[config.mk]
export PLATFORM = sky130hd
export DESIGN_NAME = fixed_trap_arb
export DESIGN_NICKNAME = d
export VERILOG_FILES = /design/src/rtl/fixed_trap_arb_pkg.sv /design/src/rtl/trap_prio_enc.sv /design/src/rtl/trap_pend_bank.sv /design/src/rtl/trap_ipl_stack.sv /design/src/rtl/fixed_trap_arb.sv
export SDC_FILE = /design/constraint.sdc
export NUM_CORES = 1
export LEC_CHECK = 0
export ABC_CLOCK_PERIOD_IN_PS = 4220
export CORE_MARGIN = 2
export CORE_UTILIZATION = 53
export DETAILED_ROUTE_END_ITERATION = 7
export GPL_ROUTABILITY_DRIVEN = 0
export HOLD_SLACK_MARGIN = 0.12
export PLACE_DENSITY = 0.9
export SETUP_SLACK_MARGIN = 0.1
export SYNTH_ARGS = -nofsm -noshare
export SYNTH_HDL_FRONTEND = slang
export SYNTH_SLANG_ARGS = --single-unit
[constraint.sdc]
create_clock -name clk -period 4.22 [get_ports clk]
set_input_delay 1.055 -clock clk [delete_from_list [all_inputs] [get_ports clk]]
set_output_delay 1.055 -clock clk [all_outputs]
set_load 0.01 [all_outputs]
[src/rtl/fixed_trap_arb_pkg.sv]
package fixed_trap_arb_pkg;

  // level of pending bit 0; bit i stands for level LVL_BASE + i
  localparam int LVL_BASE = 8;

  // pending bit positions of the live sources (level minus LVL_BASE)
  localparam int IDX_MATH  = 3;
  localparam int IDX_ADDR  = 4;
  localparam int IDX_STACK = 5;
  localparam int IDX_OSC   = 6;

  // first index of the hard class (level 12)
  localparam int HARD_IDX_MIN = 4;

  typedef enum logic {
    ARB_IDLE = 1'b0,
    ARB_VECT = 1'b1
  } arb_state_e;

endpackage

[src/rtl/trap_prio_enc.sv]
module trap_prio_enc #(
  parameter int N     = 8,
  localparam int IDX_W = (N > 1) ? $clog2(N) : 1
) (
  input  logic [N-1:0]     req,
  output logic             any,
  output logic [IDX_W-1:0] idx
);

  // higher index means higher level, so the last hit in ascending order wins
  always_comb begin
    any = 1'b0;
    idx = '0;
    for (int i = 0; i < N; i++) begin
      if (req[i]) begin
        any = 1'b1;
        idx = IDX_W'(i);
      end
    end
  end

endmodule

[src/rtl/trap_pend_bank.sv]
module trap_pend_bank #(
  parameter int N = 8
) (
  input  logic         clk,
  input  logic         rst,
  input  logic [N-1:0] set_i,
  input  logic [N-1:0] clr_i,
  input  logic [N-1:0] take_i,
  output logic [N-1:0] pend_o,
  output logic [N-1:0] cand_o
);

  logic [N-1:0] pend_q;
  logic [N-1:0] done_q;

  for (genvar g = 0; g < N; g++) begin : g_bit
    // flag: a new request outranks a clear in the same cycle
    always_ff @(posedge clk) begin
      if (rst)
        pend_q[g] <= 1'b0;
      else if (set_i[g])
        pend_q[g] <= 1'b1;
      else if (clr_i[g])
        pend_q[g] <= 1'b0;
    end

    // dispatched marker: forgotten when software clears the flag
    always_ff @(posedge clk) begin
      if (rst)
        done_q[g] <= 1'b0;
      else if (clr_i[g])
        done_q[g] <= 1'b0;
      else if (take_i[g])
        done_q[g] <= 1'b1;
    end

    assign cand_o[g] = pend_q[g] & ~done_q[g];
  end

  assign pend_o = pend_q;

endmodule

[src/rtl/trap_ipl_stack.sv]
module trap_ipl_stack #(
  parameter int DEPTH = 8,
  parameter int W     = 4,
  localparam int PTR_W = (DEPTH > 1) ? $clog2(DEPTH) : 1,
  localparam int CNT_W = $clog2(DEPTH + 1)
) (
  input  logic             clk,
  input  logic             rst,
  input  logic             push,
  input  logic [W-1:0]     push_data,
  input  logic             pop,
  output logic [W-1:0]     top,
  output logic [CNT_W-1:0] count,
  output logic             full
);

  // storage without reset so it maps onto distributed memory
  logic [W-1:0]     mem [DEPTH];
  logic [CNT_W-1:0] cnt_q;

  always_ff @(posedge clk) begin
    if (push && !full)
      mem[PTR_W'(cnt_q)] <= push_data;
  end

  always_ff @(posedge clk) begin
    if (rst)
      cnt_q <= '0;
    else if (push && !full)
      cnt_q <= cnt_q + 1'b1;
    else if (pop && cnt_q != '0)
      cnt_q <= cnt_q - 1'b1;
  end

  assign top   = mem[PTR_W'(cnt_q - 1'b1)];
  assign count = cnt_q;
  assign full  = (cnt_q == CNT_W'(DEPTH));

endmodule

[src/rtl/fixed_trap_arb.sv]
module fixed_trap_arb
  import fixed_trap_arb_pkg::*;
#(
  parameter int NLVL  = 8,
  parameter int IPL_W = 4,
  parameter int DEPTH = 8,
  localparam int IDX_W = $clog2(NLVL),
  localparam int CNT_W = $clog2(DEPTH + 1)
) (
  input  logic             clk,
  input  logic             rst,
  input  logic             math_err,
  input  logic             addr_err,
  input  logic             stack_err,
  input  logic             osc_fail,
  input  logic [IPL_W-1:0] cur_ipl,
  input  logic             vec_done,
  input  logic             trap_ret,
  input  logic             clr_we,
  input  logic [NLVL-1:0]  clr_mask,
  output logic             take_stb,
  output logic [IDX_W-1:0] take_idx,
  output logic [IPL_W-1:0] take_lvl,
  output logic             hard_cls,
  output logic [IPL_W-1:0] ipl_out,
  output logic             in_trap,
  output logic [NLVL-1:0]  pend_flags
);

  // ---------------- request vector (reserved levels held low) -----------
  logic [NLVL-1:0] req_vec;
  logic [NLVL-1:0] clr_vec;

  always_comb begin
    req_vec            = '0;
    req_vec[IDX_MATH]  = math_err;
    req_vec[IDX_ADDR]  = addr_err;
    req_vec[IDX_STACK] = stack_err;
    req_vec[IDX_OSC]   = osc_fail;
  end

  assign clr_vec = clr_we ? clr_mask : '0;

  // ---------------- pending flags and dispatched markers ----------------
  logic [NLVL-1:0] cand;
  logic [NLVL-1:0] take_vec;

  trap_pend_bank #(.N(NLVL)) u_pend (
    .clk    (clk),
    .rst    (rst),
    .set_i  (req_vec),
    .clr_i  (clr_vec),
    .take_i (take_vec),
    .pend_o (pend_flags),
    .cand_o (cand)
  );

  // ---------------- selection ----------------
  logic             sel_any;
  logic [IDX_W-1:0] sel_idx;

  trap_prio_enc #(.N(NLVL)) u_enc (
    .req (cand),
    .any (sel_any),
    .idx (sel_idx)
  );

  // ---------------- shadow level store ----------------
  logic [IPL_W-1:0] saved_top;
  logic [CNT_W-1:0] depth;
  logic             stk_full;
  logic             do_take;
  logic             do_ret;
  logic [IPL_W-1:0] pre_ipl;
  logic [IPL_W-1:0] sel_lvl;

  arb_state_e state_q;

  // a return in the same cycle defers the dispatch by one clock
  assign do_take  = (state_q == ARB_IDLE) && sel_any && !trap_ret && !stk_full;
  assign do_ret   = trap_ret && (depth != '0);
  assign take_vec = do_take ? (NLVL'(1) << sel_idx) : '0;
  assign sel_lvl  = IPL_W'(LVL_BASE) + IPL_W'(sel_idx);
  assign pre_ipl  = (depth == '0) ? cur_ipl : ipl_out;

  trap_ipl_stack #(.DEPTH(DEPTH), .W(IPL_W)) u_stk (
    .clk       (clk),
    .rst       (rst),
    .push      (do_take),
    .push_data (pre_ipl),
    .pop       (do_ret),
    .top       (saved_top),
    .count     (depth),
    .full      (stk_full)
  );

  // ---------------- dispatch handshake ----------------
  always_ff @(posedge clk) begin
    if (rst)
      state_q <= ARB_IDLE;
    else if (do_take)
      state_q <= ARB_VECT;
    else if (state_q == ARB_VECT && vec_done)
      state_q <= ARB_IDLE;
  end

  // ---------------- registered dispatch outputs ----------------
  always_ff @(posedge clk) begin
    if (rst) begin
      take_stb <= 1'b0;
      take_idx <= '0;
      take_lvl <= '0;
      hard_cls <= 1'b0;
    end else begin
      take_stb <= do_take;
      if (do_take) begin
        take_idx <= sel_idx;
        take_lvl <= sel_lvl;
        hard_cls <= (int'(sel_idx) >= HARD_IDX_MIN);
      end
    end
  end

  // ---------------- effective priority level ----------------
  always_ff @(posedge clk) begin
    if (rst)
      ipl_out <= '0;
    else if (do_take)
      ipl_out <= sel_lvl;
    else if (do_ret)
      ipl_out <= saved_top;
    else if (depth == '0)
      ipl_out <= cur_ipl;
  end

  assign in_trap = (depth != '0);

endmodule

==> impl_metrics.py <==
metrics = {
    "worst_hold_path": {
        "whs_path_depth": 2,
        "hp-class": "flip-flop to flip-flop",
    },
    "timing": {
        "rsz0062_at_grt": "no",
        "finalMaxSlewViolations": 0,
        "max_freq_mhz": 295,
        "period_share_pct": 80.3,
        "post-route-min-period_ns": 3.39,
        "tns_ns": 0,
        "maxSlewHeadroom_pct": 42.7,
        "hold_viol": 0,
        "worst_slack_ns": 0.831,
        "skew_ns": 0.00472,
        "finalSetupViolations": 0,
        "worst_pin_slew_ns": 0.858,
    },
    "drt": {
        "drt-initial-drc-count": 118,
        "drt_wl_total_um": 4810,
        "antenna_left": 0,
        "num_vias": 1612,
        "post_drt_wl_per_cell_um": 17.4,
        "routed_via_density": 5.84,
        "remaining_drc_errors": 0,
        "dr.pass1.iters": 4,
    },
    "finish": {
        "drive_above_1_share_pct": 14.3,
        "final_cell_mix": "clkdlybuf4s50_1, edfxtp_1, dfxtp_1",
        "instances_no_fill": 276,
        "multi_input_area_um2": 960,
        "nets": 246,
        "synthToLayoutAreaGrowth_pct": 16.2,
        "diodes": 0,
        "regArea_um2": 1420,
        "layout_commonest_cell": "clkdlybuf4s50_1",
        "finalInstanceArea_um2": 2900,
        "fill_cells": 334,
    },
    "clocking": {
        "post-cts-setup-buffers": 0,
        "cts_buffer_depth": 2,
        "clk_latency_ns": 0.31,
        "cts-root-buf": "clkbuf_8",
        "cts_tree": "yes",
        "numCtsBuffers": 5,
        "clkSlewWorstSetupHoldPaths_ns": 0.09,
        "cts_resized": 0,
        "cts_hold_buf": 0,
        "clock_sinks": 55,
        "cts-htree-levels": 2,
    },
    "logic_synthesis": {
        "yosysWarnings": 0,
        "synthXorXnorAreaFrac_pct": 1.05,
        "synth_cell_types": 50,
        "synth_flop_cell": "edfxtp_1",
        "avgSynthCellArea_um2": 12.9,
        "synth_edf_count": 32,
        "synth-async-reset-ratio_pct": 0,
        "syn_area_um2": 2490,
        "synth_top_family_by_area": "simple AND/OR/NAND/NOR gates",
        "syn_inst": 193,
        "ys_seq_area_share_pct": 57.0,
        "synth.area.mux_share_pct": 10.7,
        "yosys.area_share.adder_pct": 1.00,
        "ys_ff_latch": 55,
        "synth_compound_area_share_pct": 8.18,
        "synth-simple-area-share_pct": 17.0,
    },
    "die": {
        "coreArea_um2": 4440,
        "fp.dieArea_um2": 5270,
        "rows": 24,
        "die_y_um": 72.6,
        "start_util_pct": 56.1,
        "dieWidth_um": 72.6,
        "io_pins": 43,
    },
    "grt": {
        "gr-total-overflow": 0,
        "grt_pass1_vias": 1526,
        "grt_pass1_wl_um": 7610,
        "grt_max_degree": 23,
        "grt_usage_pct": 19.6,
        "antenna_found_initial": 0,
    },
    "worst_setup_path": {
        "crit_chain": "buf_4, inv_1, ha_1, nor3b_4, inv_2, clkdlybuf4s50_1",
        "reg2reg_depth": 7,
        "crit_arrival_ns": 2.33,
        "required_ns": 3.16,
        "path_class": "flip-flop to output port",
        "slowest_stage": "clkdlybuf4s50_1",
        "cpPeakStageDelay_ns": 0.50,
        "critical_path.startpoint_type": "flip-flop",
        "endpoint_kind": "output port",
        "critPathMaxFanout": 14,
    },
    "placement": {
        "postPlaceCellArea_um2": 2810,
        "dp_hpwl_um": 3480,
        "place_inst": 268,
        "portBuffers": 34,
        "pre_cts_slack_ns": 0.967,
    },
    "power": {
        "p_leak_uw": 0.00100,
        "power.density_nw_per_um2": 617,
        "ir_drop_v": 0.000323,
        "p_total_uw": 1790,
    },
    "flow_run": {
        "maxCapViolCount": 0,
    },
    "status": {
        "status": "complete, no violations",
    },
}
==> layout make-up <==
class / instances / area share, %
clock inverters: 3 / 0.648
flip-flops and latches: 55 / 49.1
clock buffers: 5 / 2.38
well taps: 52 / 2.25
repair buffers: 35 / 12.0
inverters: 4 / 0.518
multi-input cells: 122 / 33.1
==> per-stage QoR <==
stage,util (%),hold slack [ns]
floorplan,-,0.481
global placement,63.2,0.443
detailed placement,63.2,0.468
CTS,65.2,0.481
global route,65.2,0.509
finish,65.2,0.475
==> synthesized netlist by cell type, types with 2 or more instances <==
| cell type | n | area share (%) |
|---|---|---|
| nand3_1 | 4 | 0.80 |
| a21oi_1 | 14 | 2.8 |
| nor4_1 | 2 | 0.50 |
| mux2i_1 | 3 | 1.2 |
| buf_2 | 2 | 0.40 |
| a22o_1 | 2 | 0.70 |
| dfxtp_1 | 23 | 18 |
| or2b_1 | 3 | 0.90 |
| buf_6 | 3 | 1.4 |
| nor2b_4 | 2 | 1.1 |
| nor3_1 | 5 | 1.0 |
| nor3b_1 | 4 | 1.2 |
| xnor2_1 | 3 | 1.1 |
| o21ai_0 | 2 | 0.40 |
| mux4_2 | 5 | 4.5 |
| nand2b_1 | 2 | 0.50 |
| inv_1 | 3 | 0.45 |
| clkbuf_1 | 3 | 0.45 |
| a31oi_1 | 3 | 0.75 |
| edfxtp_1 | 32 | 39 |
| buf_4 | 7 | 2.1 |
| mux2_2 | 4 | 1.8 |
| ha_1 | 2 | 1.0 |
| nor2_1 | 17 | 2.6 |
| mux4_1 | 3 | 3.2 |
| nand2_1 | 16 | 2.4 |
==> sequential cells by signal (all words and copies together), names as in the netlist <==
name	flops
state_q	1
take_idx	2
u_stk.count	4
ipl_out	4
hard_cls	1
u_stk.mem	32
u_pend.done_q	4
u_pend.pend_o	4
take_lvl	2
take_stb	1
==> logic make-up (layout without fill, tap and decap cells) <==
family                     count (synthesis)  after routing
DFF                                       55             55
adders and majority gates                  2              2
and+or+nand+nor                           68             68
other                                      1              4
muxes                                     15             15
AOI/OAI and AO/OA                         30             30
xor gates and xnor gates                   3              3
buffers and inverters                     19             47
==> path summary, 6_finish.rpt <==
check                                    start         endpoint  slack (ns)
worst min-delay path               take_lvl[2]      take_lvl[2]        0.48
worst max-delay path            u_stk.count[0]          in_trap        0.83
worst max register to register  u_stk.count[0]  u_stk.mem[3][3]        1.50
worst min register to register     take_lvl[2]      take_lvl[2]        0.48
==> routing by layer <==
metal / GRT usage, % / vias to the layer above / wire, µm
li1: - / 769 / -
met1: 27.0 / 794 / 2170
met2: 30.5 / 41 / 2330
met3: 5.11 / 8 / 228
met4: 6.38 / 0 / 83
met5: 0 / - / 0
==> report_power, final <==
| group | switching [µW] | internal (µW) | leakage [µW] |
|---|---|---|---|
| sequential | 63.2 | 713 | 0.000482 |
| clock | 166 | 117 | 0.0000445 |
| combinational | 383 | 346 | 0.000476 |
==> worst max-delay path, delay by kind of cell, from the launching register on <==
kind                     cells  cell delay (ns)
buffers and inverters        4             0.96
AND/OR/NAND/NOR              1             0.47
flip-flops                   1             0.31
adder cells (fa/ha/maj)      1             0.29
Power figures use the tool's default switching activity.
